<file path="config.mk">
export PLATFORM = sky130hd
export DESIGN_NAME = phyreg_hs_master
export DESIGN_NICKNAME = d
export VERILOG_FILES = /design/src/rtl/phyreg_pkg.sv /design/src/rtl/phyreg_poll_timer.sv /design/src/rtl/phyreg_port_bank.sv /design/src/rtl/phyreg_hs_seq.sv /design/src/rtl/phyreg_hs_master.sv
export SDC_FILE = /design/constraint.sdc
export NUM_CORES = 1
export LEC_CHECK = 0
export BUFFER_PORTS_ARGS = -buffer_cell sky130_fd_sc_hd__buf_2
export CORE_MARGIN = 5
export CORE_UTILIZATION = 40
export CTS_BUF_LIST = sky130_fd_sc_hd__clkbuf_2
export CTS_CLUSTER_DIAMETER = 50
export DETAILED_ROUTE_END_ITERATION = 10
export PLACE_DENSITY = 0.8
export SLEW_MARGIN = 25
export SYNTH_ARGS = -nofsm -noshare
export SYNTH_HDL_FRONTEND = slang
export SYNTH_SLANG_ARGS = --single-unit
</file>
<file path="constraint.sdc">
create_clock -name clk -period 2.15 [get_ports clk]
set_input_delay 0.1075 -clock clk [delete_from_list [all_inputs] [get_ports clk]]
set_output_delay 0.1075 -clock clk [all_outputs]
set_load 0.02 [all_outputs]
</file>
<file path="src/rtl/phyreg_pkg.sv">
package phyreg_pkg;
   typedef enum logic [2:0] {
      S_IDLE,
      S_SETTLE,
      S_PRESENT,
      S_WAIT_HI,
      S_WAIT_LO
   } hs_state_e;

   function automatic int idx_width(input int n);
      return (n > 1) ? $clog2(n) : 1;
   endfunction
endpackage

</file>
<file path="src/rtl/phyreg_poll_timer.sv">
module phyreg_poll_timer #(
   parameter int POLL_CYC  = 1250,
   parameter int MAX_POLLS = 10
) (
   input  logic clk,
   input  logic rst_n,
   input  logic clear,
   input  logic run,
   output logic poll_now,
   output logic last_poll
);
   localparam int PW = $clog2(MAX_POLLS + 1);

   logic [PW-1:0] npoll;
   logic          tick;

   generate
      if (POLL_CYC == 1) begin : g_every_cycle
         assign tick = 1'b1;
      end else begin : g_interval
         localparam int IVW = $clog2(POLL_CYC);
         logic [IVW-1:0] ivl;
         always_ff @(posedge clk) begin
            if (!rst_n || clear) begin
               ivl <= '0;
            end else if (run) begin
               if (ivl == '0) ivl <= IVW'(POLL_CYC - 1);
               else           ivl <= ivl - 1'b1;
            end
         end
         assign tick = (ivl == '0);
      end
   endgenerate

   always_ff @(posedge clk) begin
      if (!rst_n || clear) begin
         npoll <= '0;
      end else if (run && tick) begin
         npoll <= npoll + 1'b1;
      end
   end

   assign poll_now  = run && tick;
   assign last_poll = (npoll == PW'(MAX_POLLS - 1));
endmodule

</file>
<file path="src/rtl/phyreg_port_bank.sv">
module phyreg_port_bank #(
   parameter int NUM_PHY = 2,
   parameter int IDX_W   = 1,
   parameter int ADDR_W  = 16,
   parameter int DATA_W  = 32
) (
   input  logic                      clk,
   input  logic                      rst_n,
   input  logic                      load,
   input  logic [IDX_W-1:0]          load_idx,
   input  logic                      load_write,
   input  logic [ADDR_W-1:0]         load_addr,
   input  logic [DATA_W-1:0]         load_wdata,
   input  logic [IDX_W-1:0]          cur_idx,
   input  logic                      sel_set,
   input  logic                      en_set,
   input  logic                      en_clr,
   input  logic                      wr_mode,
   input  logic [NUM_PHY-1:0]        phy_ack,
   input  logic [NUM_PHY*DATA_W-1:0] phy_rdata,
   output logic [NUM_PHY-1:0]        phy_sel,
   output logic [NUM_PHY*ADDR_W-1:0] phy_addr,
   output logic [NUM_PHY*DATA_W-1:0] phy_wdata,
   output logic [NUM_PHY-1:0]        phy_wr_en,
   output logic [NUM_PHY-1:0]        phy_rd_en,
   output logic                      ack_cur,
   output logic [DATA_W-1:0]         rdata_cur
);
   generate
      for (genvar g = 0; g < NUM_PHY; g++) begin : g_port
         logic hit_load, hit_cur;
         assign hit_load = load && (load_idx == IDX_W'(g));
         assign hit_cur  = (cur_idx == IDX_W'(g));

         always_ff @(posedge clk) begin
            if (!rst_n) begin
               phy_addr[g*ADDR_W +: ADDR_W]  <= '0;
               phy_wdata[g*DATA_W +: DATA_W] <= '0;
            end else if (hit_load) begin
               phy_addr[g*ADDR_W +: ADDR_W] <= load_addr;
               if (load_write) phy_wdata[g*DATA_W +: DATA_W] <= load_wdata;
            end
         end

         always_ff @(posedge clk) begin
            if (!rst_n)                phy_sel[g] <= 1'b0;
            else if (sel_set && hit_cur) phy_sel[g] <= 1'b1;
         end

         always_ff @(posedge clk) begin
            if (!rst_n || en_clr) begin
               phy_wr_en[g] <= 1'b0;
               phy_rd_en[g] <= 1'b0;
            end else if (en_set && hit_cur) begin
               phy_wr_en[g] <= wr_mode;
               phy_rd_en[g] <= !wr_mode;
            end
         end
      end
   endgenerate

   always_comb begin
      ack_cur   = 1'b0;
      rdata_cur = '0;
      for (int i = 0; i < NUM_PHY; i++) begin
         if (cur_idx == IDX_W'(i)) begin
            ack_cur   = phy_ack[i];
            rdata_cur = phy_rdata[i*DATA_W +: DATA_W];
         end
      end
   end
endmodule

</file>
<file path="src/rtl/phyreg_hs_seq.sv">
module phyreg_hs_seq
   import phyreg_pkg::*;
#(
   parameter int NUM_PHY    = 2,
   parameter int IDX_W      = 1,
   parameter int DATA_W     = 32,
   parameter int SETTLE_CYC = 125
) (
   input  logic               clk,
   input  logic               rst_n,
   input  logic               cmd_valid,
   input  logic               cmd_write,
   input  logic [IDX_W-1:0]   cmd_phy,
   input  logic [NUM_PHY-1:0] phy_sel,
   input  logic               ack_cur,
   input  logic [DATA_W-1:0]  rdata_cur,
   input  logic               poll_now,
   input  logic               last_poll,
   output logic               busy,
   output logic               done,
   output logic               timeout_err,
   output logic [DATA_W-1:0]  rdata,
   output logic               load,
   output logic [IDX_W-1:0]   cur_idx,
   output logic               wr_mode,
   output logic               sel_set,
   output logic               en_set,
   output logic               en_clr,
   output logic               tmr_clear,
   output logic               tmr_run
);
   localparam int SW = $clog2(SETTLE_CYC + 2);

   hs_state_e     state;
   logic [SW-1:0] settle_cnt;
   logic          in_wait, matched, hit, miss_last;

   always_comb begin
      in_wait   = (state == S_WAIT_HI) || (state == S_WAIT_LO);
      matched   = (state == S_WAIT_HI) ? ack_cur : !ack_cur;
      hit       = in_wait && poll_now && matched;
      miss_last = in_wait && poll_now && !matched && last_poll;
      load      = (state == S_IDLE) && cmd_valid;
      sel_set   = (state == S_SETTLE);
      en_set    = (state == S_PRESENT);
      en_clr    = hit || miss_last;
      tmr_clear = en_set || hit;
      tmr_run   = in_wait;
   end

   always_ff @(posedge clk) begin
      if (!rst_n) begin
         state       <= S_IDLE;
         cur_idx     <= '0;
         wr_mode     <= 1'b0;
         settle_cnt  <= '0;
         done        <= 1'b0;
         timeout_err <= 1'b0;
         rdata       <= '0;
      end else begin
         done        <= 1'b0;
         timeout_err <= 1'b0;
         unique case (state)
            S_IDLE: if (cmd_valid) begin
               cur_idx    <= cmd_phy;
               wr_mode    <= cmd_write;
               settle_cnt <= SW'(SETTLE_CYC);
               state      <= phy_sel[cmd_phy] ? S_PRESENT : S_SETTLE;
            end
            S_SETTLE: begin
               if (settle_cnt == '0) state <= S_PRESENT;
               else                  settle_cnt <= settle_cnt - 1'b1;
            end
            S_PRESENT: state <= S_WAIT_HI;
            S_WAIT_HI, S_WAIT_LO: begin
               if (hit) begin
                  if (state == S_WAIT_HI) begin
                     if (!wr_mode) rdata <= rdata_cur;
                     state <= S_WAIT_LO;
                  end else begin
                     done  <= 1'b1;
                     state <= S_IDLE;
                  end
               end else if (miss_last) begin
                  done        <= 1'b1;
                  timeout_err <= 1'b1;
                  state       <= S_IDLE;
               end
            end
            default: state <= S_IDLE;
         endcase
      end
   end

   assign busy = (state != S_IDLE);
endmodule

</file>
<file path="src/rtl/phyreg_hs_master.sv">
module phyreg_hs_master #(
   parameter int NUM_PHY    = 2,
   parameter int ADDR_W     = 16,
   parameter int DATA_W     = 32,
   parameter int POLL_CYC   = 1250,
   parameter int MAX_POLLS  = 10,
   parameter int SETTLE_CYC = 125,
   localparam int IDX_W     = phyreg_pkg::idx_width(NUM_PHY)
) (
   input  logic                      clk,
   input  logic                      rst_n,
   input  logic                      cmd_valid,
   input  logic                      cmd_write,
   input  logic [IDX_W-1:0]          cmd_phy,
   input  logic [ADDR_W-1:0]         cmd_addr,
   input  logic [DATA_W-1:0]         cmd_wdata,
   output logic                      busy,
   output logic                      done,
   output logic                      timeout_err,
   output logic [DATA_W-1:0]         rdata,
   output logic [NUM_PHY-1:0]        phy_sel,
   output logic [NUM_PHY*ADDR_W-1:0] phy_addr,
   output logic [NUM_PHY*DATA_W-1:0] phy_wdata,
   output logic [NUM_PHY-1:0]        phy_wr_en,
   output logic [NUM_PHY-1:0]        phy_rd_en,
   input  logic [NUM_PHY-1:0]        phy_ack,
   input  logic [NUM_PHY*DATA_W-1:0] phy_rdata
);
   generate
      if (NUM_PHY < 1 || ADDR_W < 1 || DATA_W < 1 || POLL_CYC < 1 ||
          MAX_POLLS < 1 || SETTLE_CYC < 0) begin : g_bad_param
         $error("phyreg_hs_master: parameter out of range");
      end
   endgenerate

   logic              load, wr_mode, sel_set, en_set, en_clr;
   logic              tmr_clear, tmr_run, poll_now, last_poll;
   logic              ack_cur;
   logic [IDX_W-1:0]  cur_idx;
   logic [DATA_W-1:0] rdata_cur;

   phyreg_hs_seq #(
      .NUM_PHY(NUM_PHY), .IDX_W(IDX_W), .DATA_W(DATA_W), .SETTLE_CYC(SETTLE_CYC)
   ) u_seq (
      .clk(clk), .rst_n(rst_n),
      .cmd_valid(cmd_valid), .cmd_write(cmd_write), .cmd_phy(cmd_phy),
      .phy_sel(phy_sel), .ack_cur(ack_cur), .rdata_cur(rdata_cur),
      .poll_now(poll_now), .last_poll(last_poll),
      .busy(busy), .done(done), .timeout_err(timeout_err), .rdata(rdata),
      .load(load), .cur_idx(cur_idx), .wr_mode(wr_mode),
      .sel_set(sel_set), .en_set(en_set), .en_clr(en_clr),
      .tmr_clear(tmr_clear), .tmr_run(tmr_run)
   );

   phyreg_poll_timer #(
      .POLL_CYC(POLL_CYC), .MAX_POLLS(MAX_POLLS)
   ) u_timer (
      .clk(clk), .rst_n(rst_n), .clear(tmr_clear), .run(tmr_run),
      .poll_now(poll_now), .last_poll(last_poll)
   );

   phyreg_port_bank #(
      .NUM_PHY(NUM_PHY), .IDX_W(IDX_W), .ADDR_W(ADDR_W), .DATA_W(DATA_W)
   ) u_bank (
      .clk(clk), .rst_n(rst_n),
      .load(load), .load_idx(cmd_phy), .load_write(cmd_write),
      .load_addr(cmd_addr), .load_wdata(cmd_wdata),
      .cur_idx(cur_idx), .sel_set(sel_set), .en_set(en_set), .en_clr(en_clr),
      .wr_mode(wr_mode), .phy_ack(phy_ack), .phy_rdata(phy_rdata),
      .phy_sel(phy_sel), .phy_addr(phy_addr), .phy_wdata(phy_wdata),
      .phy_wr_en(phy_wr_en), .phy_rd_en(phy_rd_en),
      .ack_cur(ack_cur), .rdata_cur(rdata_cur)
   );
endmodule

</file>
==> results.py <==
metrics = {
    "clocking": {
        "cts_tree": "built",
        "path_clk_slew_ps": 240,
        "cts_root_buf": "clkbuf_2",
        "clk_path_buf_depth": 2,
        "h-tree-depth": 4,
        "clk_latency_ps": 700,
        "cts_buffers": 17,
        "cts_num_sinks": 163,
    },
    "timing": {
        "worst_slack_ps": -42.3,
        "worstMarginPinSlew_ps": 699,
        "timing.hold.ws_ps": 175,
        "slew_viol_final": 0,
        "hold_viol_final": 0,
        "fin_crit_sh_pct": 102,
        "rsz0062_at_grt": "true",
        "fin_worst_skew_ps": 36.4,
        "max_freq_mhz": 456,
        "finalSetupViolations": 4,
        "relSlewSlack_pct": 53.4,
        "fin_crit_ps": 2190,
    },
    "worst_setup_path": {
        "critPathLaunchType": "flip-flop",
        "endpoint_kind": "flip-flop",
        "crit_arrival_ps": 2820,
        "crit_family": "simple AND/OR/NAND/NOR gates",
        "crit_type": "flip-flop to flip-flop",
        "cpPeakStageDelay_ps": 410,
        "crit_required_ps": 2780,
        "cp.buffers_inverters": 3,
        "cp_slowest_cell": "or3_4",
        "cp_max_fo": 15,
        "path_cells": "inv_2 -> ha_4 -> or3b_4 -> or3_4 -> nor3_4 -> buf_6 -> clkbuf_16 -> nor2_1 -> a211oi_2",
    },
    "grt": {
        "grt_first_pass_wirelength_mm": 35.5,
        "antenna_found_initial": 2,
        "grt.overflow.total": 0,
        "grt.total_usage_pct": 22.5,
        "grt_pass1_vias": 6895,
        "grt_max_degree": 105,
    },
    "place": {
        "hpwl_mm": 13.2,
        "place_congestion": 0.868,
        "pre_cts_slack_ps": -90.3,
        "port_buffers": 255,
        "dpl-instance-area_um2": 8260,
        "dp_cells": 1222,
    },
    "synth": {
        "ys.flop_type": "dfxtp_1",
        "yosysSeqAreaShare_pct": 49.5,
        "avgSynthCellArea_um2": 8.65,
        "yosysMostFrequentCell": "nand2_1",
        "synth_area_um2": 6590,
        "synth_top_area_share_pct": 49.5,
        "yosysWarningCount": 0,
        "synth_common_cells": "nand2_1 (214), dfxtp_1 (163), a21oi_1 (112), nor2_1 (60), mux2i_1 (38)",
        "synth_area_leaders": "dfxtp_1 (50%), nand2_1 (12%), a21oi_1 (8.5%)",
        "synth-edff-count": 0,
        "synth_fp_nets": 887,
        "ys_async_sr_fraction_pct": 0,
        "ys_types": 53,
        "yosys.area.top_type": "dfxtp_1",
        "yosys_register_bits": 163,
        "synthCells": 762,
    },
    "finish": {
        "fin_area_um2": 10100,
        "utilization_pct": 61.5,
        "layout.nets": 1281,
        "area_growth_pct": 52.5,
        "drive_above_1_share_pct": 34.3,
        "stdcell_count": 1390,
    },
    "pwr": {
        "switchingPower_mw": 3.02,
        "cellPowerDensity_nw_per_um2": 858,
        "p_comb_share_pct": 36.6,
        "sw_frac_of_total_pct": 35.0,
        "p_leak_nw": 4.34,
        "p_clk_share_pct": 21.6,
        "pwr-share-seq_pct": 41.8,
        "internal_power_mw": 5.60,
        "ir_worst_vdd_mv": 0.517,
    },
    "job": {
        "max_cap_violations": 0,
    },
    "drt": {
        "drtIter0Drc": 344,
        "wl_mm": 23.1,
        "vias": 6929,
        "firstDrtPassIters": 5,
        "wl_per_cell_um": 16.6,
        "drc": 0,
        "routed_via_density": 4.98,
        "ant_nets": 0,
    },
    "status": {
        "status": "complete, but fails checks",
        "violations": "negative setup slack",
    },
    "die": {
        "initial_core_util_pct": 40.3,
        "core_area_um2": 16300,
        "ios": 256,
        "fp.dieW_um": 138,
        "die_h_um": 138,
        "die_area_um2": 19100,
        "fp-row-count": 47,
    },
    "hold_path": {
        "hold_class": "input pin to flip-flop",
    },
}
-- power groups by stage --
stage | clock (mW) | combinational [mW] | sequential, mW
floorplan | 0 | 1.56 | 3.85
global placement | 0 | 2.66 | 3.63
detailed placement | 0 | 2.72 | 3.64
CTS | 1.94 | 3.01 | 3.58
global route | 2.05 | 3.42 | 3.65
finish | 1.87 | 3.16 | 3.60
-- worst min-delay path, stage by stage --
cell,delay [ps]
dlygate4sd3_1,530
buf_2,120
nand2_1,50
a21oi_1,50
-- cells in the final DEF, fill, tap and decap left out, types with 3 or more instances in the layout --
cell | Yosys | routed
buf_2 | 9 | 255
nand2_1 | 214 | 213
dfxtp_1 | 163 | 157
dlygate4sd3_1 | 0 | 119
a21oi_1 | 112 | 112
nor2_1 | 60 | 54
mux2i_1 | 38 | 38
buf_4 | 3 | 38
a211oi_2 | 28 | 29
clkbuf_2 | 0 | 19
xor2_1 | 10 | 10
inv_1 | 9 | 7
a211oi_1 | 8 | 7
buf_12 | 0 | 7
xnor2_1 | 6 | 6
dfxtp_2 | 0 | 6
nand3_1 | 5 | 5
nor2_2 | 0 | 5
ha_1 | 6 | 5
clkinv_4 | 0 | 4
bufinv_16 | 0 | 4
clkbuf_16 | 0 | 4
and2_1 | 2 | 3
or3b_4 | 0 | 3
nor3b_1 | 3 | 3
nor3_1 | 3 | 3
-- layout make-up --
class                   instances  area, um2
repair buffers                427       3070
flip-flops and latches        163       3270
inverters                      10       40.0
diodes                          2       5.00
well taps                     220        275
multi-input cells             537       3110
clock inverters                12        181
clock buffers                  19       95.1
fillers                      1329       6300
-- worst paths after layout --
kind / cells after the start / endpoint / slack, ps / from
min reg2reg: 2 / u_bank.phy_wdata[50]$_SDFFE_PN0P_ / 470 / u_bank.phy_wdata[50]$_SDFFE_PN0P_
min: 4 / u_bank.phy_addr[8]$_SDFFE_PN0P_ / 180 / cmd_addr[8]
max: 9 / u_seq.rdata[4]$_SDFFE_PN0P_ / -40 / u_timer.g_interval.ivl[0]$_SDFFE_PP0N_
max reg2reg: 9 / u_seq.rdata[4]$_SDFFE_PN0P_ / -40 / u_timer.g_interval.ivl[0]$_SDFFE_PP0N_
-- cell families after synthesis --
group                      Yosys count  synth area share, %
muxes                               39                 5.94
and+or+nand+nor                    316                 20.3
DFF                                163                 49.5
adders and majority gates            6                 1.14
AOI/OAI and AO/OA                  160                 16.7
xor gates and xnor gates            16                 2.13
buffers and inverters               62                 4.21
-- flip-flops by register name, indices dropped and copies added (netlist names) --
register / cells
u_timer.npoll: 4
u_seq.settle_cnt: 7
u_bank.phy_wr_en: 2
u_bank.phy_rd_en: 2
u_seq.state: 3
u_bank.phy_wdata: 64
u_seq.done: 1
u_seq.rdata: 32
u_seq.wr_mode: 1
u_bank.phy_sel: 2
u_seq.cur_idx: 1
u_timer.g_interval.ivl: 11
u_seq.timeout_err: 1
u_bank.phy_addr: 32
-- what timing repair did --
action | in CTS | in global routing
pin swaps | 2 | 6
gates cloned | 2 | 4
setup endpoints to repair | 32 | 52
endpoints found under the hold margin | 144 | 0
hold buffers | 119 | 0
setup buffers | 2 | 8
resized for setup | 2 | 23
-- metal layers --
metal,routed length [um],GRT usage (%),vias to the layer above
met2,11400,38.3,326
met3,2050,8.46,60
li1,-,-,3348
met1,8800,25.1,3195
met5,0,0,-
met4,806,9.78,0
-- per-stage QoR --
step | setup TNS, ps | power, mW
after floorplan | 0 | 5.41
after global placement | -90.1 | 6.29
after detailed placement | -1850 | 6.36
after CTS | -5.85 | 8.53
after global routing | -2490 | 9.12
final | -74.1 | 8.62
Note: power is estimated with default switching activity, not from simulation.
